[src/rtl/card_status_reg.sv]
module card_status_reg #(
  parameter int unsigned STATE_W    = 4,
  parameter logic [3:0]  IDLE_STATE = 4'd0
) (
  input  logic               clk,
  input  logic               rst_n,
  input  logic [31:0]        set_evt,
  input  logic [STATE_W-1:0] card_state,
  input  logic               live_locked,
  input  logic               live_ecc_off,
  input  logic               live_ready,
  input  logic               rd_stb,
  input  logic               cmd_ok,
  output logic [31:0]        status_word,
  output logic [15:0]        spi_status
);

  localparam logic [31:0] RD_CLR_MASK  = 32'hFD3F_A0A0;
  localparam logic [31:0] CMD_CLR_MASK = 32'h00C0_0000;
  localparam logic [31:0] LATCH_MASK   = RD_CLR_MASK | CMD_CLR_MASK;

  logic [31:0] sticky_q;
  logic [31:0] clr_mask;
  logic [31:0] live_word;

  assign clr_mask = (rd_stb ? RD_CLR_MASK : 32'h0) | (cmd_ok ? CMD_CLR_MASK : 32'h0);

  always_ff @(posedge clk) begin
    if (!rst_n) sticky_q <= '0;
    else        sticky_q <= ((sticky_q & ~clr_mask) | set_evt) & LATCH_MASK;
  end

  always_comb begin
    live_word       = '0;
    live_word[25]   = live_locked;
    live_word[14]   = live_ecc_off;
    live_word[8]    = live_ready;
    live_word[12:9] = card_state[3:0];
  end

  assign status_word = sticky_q | live_word;

  assign spi_status = {
    status_word[31] | status_word[16],
    status_word[27],
    status_word[26],
    status_word[21],
    status_word[20],
    status_word[19],
    status_word[24] | status_word[15],
    status_word[25],
    1'b0,
    status_word[29],
    status_word[30],
    status_word[28],
    status_word[23],
    status_word[22],
    status_word[13],
    card_state[3:0] == IDLE_STATE
  };


  rd_clears_chk: assert property (@(posedge clk) disable iff (!rst_n)
    (rd_stb && !cmd_ok) |=> ((status_word & RD_CLR_MASK & ~$past(set_evt)) == 32'h0));


  cmd_clears_chk: assert property (@(posedge clk) disable iff (!rst_n)
    cmd_ok |=> ((status_word & CMD_CLR_MASK & ~$past(set_evt)) == 32'h0));


  set_wins_chk: assert property (@(posedge clk) disable iff (!rst_n)
    ((set_evt & LATCH_MASK) != 32'h0) |=>
      ((status_word & $past(set_evt & LATCH_MASK)) == $past(set_evt & LATCH_MASK)));


  sticky_hold_chk: assert property (@(posedge clk) disable iff (!rst_n)
    (!rd_stb && !cmd_ok) |=>
      ((status_word & $past(status_word & LATCH_MASK)) == $past(status_word & LATCH_MASK)));


  unused_zero_chk: assert property (@(posedge clk) disable iff (!rst_n)
    (status_word[6] == 1'b0) && (status_word[4:0] == 5'd0));

endmodule

[config.mk]
export PLATFORM = sky130hd
export DESIGN_NAME = card_status_reg
export DESIGN_NICKNAME = d
export VERILOG_FILES = /design/src/rtl/card_status_reg.sv
export SDC_FILE = /design/constraint.sdc
export NUM_CORES = 1
export LEC_CHECK = 0
export BUFFER_PORTS_ARGS = -buffer_cell sky130_fd_sc_hd__buf_2
export CAP_MARGIN = 20
export CORE_MARGIN = 10
export CORE_UTILIZATION = 34
export DETAILED_ROUTE_END_ITERATION = 7
export GPL_TIMING_DRIVEN = 0
export PLACE_DENSITY_LB_ADDON = 0.3
export SYNTH_ARGS = -nofsm -noshare
export SYNTH_HDL_FRONTEND = slang
export SYNTH_SLANG_ARGS = --single-unit
[constraint.sdc]
create_clock -name clk -period 0.87 [get_ports clk]
set_input_delay 0.174 -clock clk [delete_from_list [all_inputs] [get_ports clk]]
set_output_delay 0.174 -clock clk [all_outputs]
set_load 0.005 [all_outputs]
==> flow_metrics.env <==
export IMPL_powerDensity_mw_per_mm2=1230
export IMPL_synth_top_area_cell="dfxtp_1"
export IMPL_cts_root_buf="clkbuf_4"
export IMPL_whs_endpoint="sticky_q[20]$_SDFF_PN0_"
export IMPL_die_w_microns=71.0
export IMPL_rr_worst_depth=4
export IMPL_grt_pass1_vias=952
export IMPL_top_register="sticky_q"
export IMPL_drtAntennaViolNets=0
export IMPL_gp_congestion=0.635
export IMPL_status="finished with violations"
export IMPL_netlist_area_sq_um=886
export IMPL_crit_buf_inv=1
export IMPL_cts_tree="done"
export IMPL_ir_worst_vdd_mv=1.10
export IMPL_critPathMaxStageDelay_ns=0.34
export IMPL_violations="setup timing"
export IMPL_synth_seq_cells=19
export IMPL_antenna_found_initial=0
export IMPL_synth_seq_area_share_pct=42.9
export IMPL_max_cap_violations=0
export IMPL_area_growth_pct=87.4
export IMPL_synth_cell_types=9
export IMPL_core_sq_mm=0.00248
export IMPL_layout_min_cycle_time_ns=1.17
export IMPL_leakagePower_nw=0.841
export IMPL_critPathKind="register to output pin"
export IMPL_grt_usage_pct=11.0
export IMPL_num_vias=845
export IMPL_cts_hold_buf=0
export IMPL_worst_slack_ns=-0.300
export IMPL_initial_core_util_pct=35.8
export IMPL_postSynthCellCount=90
export IMPL_dr_pass1_iters=2
export IMPL_max_freq_mhz=855
export IMPL_power_mw=2.04
export IMPL_r2r_start="sticky_q[15]$_SDFF_PN0_"
export IMPL_ys_warn_count=0
export IMPL_finalHoldViolCount=0
export IMPL_drc=0
export IMPL_min_from="set_evt[20]"
export IMPL_fp_dieArea_sq_mm=0.00505
export IMPL_crit_path_top_delay_cell="dfxtp_2"
export IMPL_cts_made_buffers=3
export IMPL_synth_top_cell_area_share_pct=42.9
export IMPL_grt_pass1_wl_microns=4570
export IMPL_final_common_cell="buf_6"
export IMPL_r2r_end="sticky_q[15]$_SDFF_PN0_"
export IMPL_multi_input_area_sq_um=340
export IMPL_grt_max_degree=12
export IMPL_path_cells="or2_4 -> buf_6"
export IMPL_clock_latency_ns=0.29
export IMPL_grt_setup_unrepaired="yes"
export IMPL_rrSetupSlack_ns=-0.09
export IMPL_clk_pin_slew_worst_paths_ns=0.11
export IMPL_cp_max_fo=2
export IMPL_post_drt_via_cell_ratio=4.23
export IMPL_setup_violations=33
export IMPL_min_path_cells=2
export IMPL_io_buffers=66
export IMPL_final_cell_mix="buf_6, buf_2, o21a_1, dfxtp_2, buf_4"
export IMPL_nets=214
export IMPL_io_pins=91
export IMPL_htree_num_levels=1
export IMPL_fp_dieH_microns=71.0
export IMPL_reg_top3="sticky_q x19"
export IMPL_cp_start_kind="register"
export IMPL_drt_total_wl_microns=2970
export IMPL_diodes=0
export IMPL_wire_per_inst_microns=14.8
export IMPL_critPathTopFamily="flip-flops"
export IMPL_final_core_util_pct=67.0
export IMPL_drive_above_1_share_pct=74.1
export IMPL_fillCellCount=201
export IMPL_drt_iter0_drc=6
export IMPL_synth_area_leaders="dfxtp_1, buf_4, o21a_1, nor2b_1, and2b_1"
export IMPL_clk_path_buf_depth=2
export IMPL_seqCellArea_sq_um=404
export IMPL_syn_area_per_cell_sq_um=9.84
export IMPL_slew_viol_final=0
export IMPL_post_dp_hpwl_microns=2180
export IMPL_period_share_pct=134
export IMPL_overflow=0
export IMPL_cts_sinks=19
export IMPL_required_ns=0.70
export IMPL_critPathArrivalTime_ns=1.00
export IMPL_rows=18
export IMPL_cp_end_kind="output pin"
export IMPL_largest_reg_flops=19
export IMPL_skew_ns=0
export IMPL_hp_class="input pin to register"
==> worst max path at each step <==
stage / slack (ns) / cells after the start / from / to
2_1_floorplan: 0.1 / 1 / sticky_q[24]$_SDFF_PN0_ / spi_status[9]
3_3_place_gp: -0.07 / 3 / card_state[1] / spi_status[0]
3_5_place_dp: -0.09 / 3 / card_state[1] / spi_status[0]
4_1_cts: -0.29 / 2 / sticky_q[15]$_SDFF_PN0_ / spi_status[9]
5_1_grt: -0.34 / 2 / sticky_q[15]$_SDFF_PN0_ / spi_status[9]
6_report: -0.30 / 2 / sticky_q[15]$_SDFF_PN0_ / spi_status[9]
==> kinds of logic after synthesis <==
group	after synthesis	share of synthesized area (%)
DFF	19	42.9
AOI/OAI and AO/OA	19	16.1
other	1	0.423
buffers and inverters	29	24.3
and+or+nand+nor	22	16.2
==> synth_stat cells <==
library cell and n:
o21a_1 19, buf_2 1, conb_1 1, or2_2 2
dfxtp_1 19, nor4_1 1, buf_4 28, and2b_1 5
nor2b_1 14
==> layout make-up <==
class | instances | share of cell area, %
multi-input combinational | 48 | 20.5
clock buffer | 3 | 1.36
timing repair buffer | 70 | 35.8
sequential | 19 | 24.3
buffer | 29 | 15.4
clock inverter | 1 | 0.301
tap | 30 | 2.26
==> through the flow <==
step	hold WS, ns	setup TNS [ns]	setup WS (ns)	instances	cell area (sq um)
floorplan	0.298	0	0.0993	96	908
global placement	0.382	-0.0870	-0.0689	192	1280
detailed placement	0.387	-0.157	-0.0934	192	1280
CTS	0.0728	-4.00	-0.290	199	1550
global route	0.0733	-4.94	-0.339	200	1660
finish	0.0815	-3.80	-0.300	200	1660
==> metal layers <==
layer	global-route usage, %	vias to the layer above	routed length [microns]
li1	-	417	-
met1	10.3	379	1060
met2	20.1	47	1520
met3	6.00	2	378
met4	3.23	0	12
met5	0	-	0
==> report_power, final <==
part / switching [mW] / internal, mW
sequential: 0.0509 / 0.940
clock: 0.266 / 0.171
combinational: 0.186 / 0.429
==> repair_timing <==
item                       4_1_cts  5_1_grt
gates resized for setup         57       19
pin swaps                        3        2
setup endpoints to repair       33       35
buffers inserted                 3        1
No activity file was read; power rests on OpenSTA's default activity.
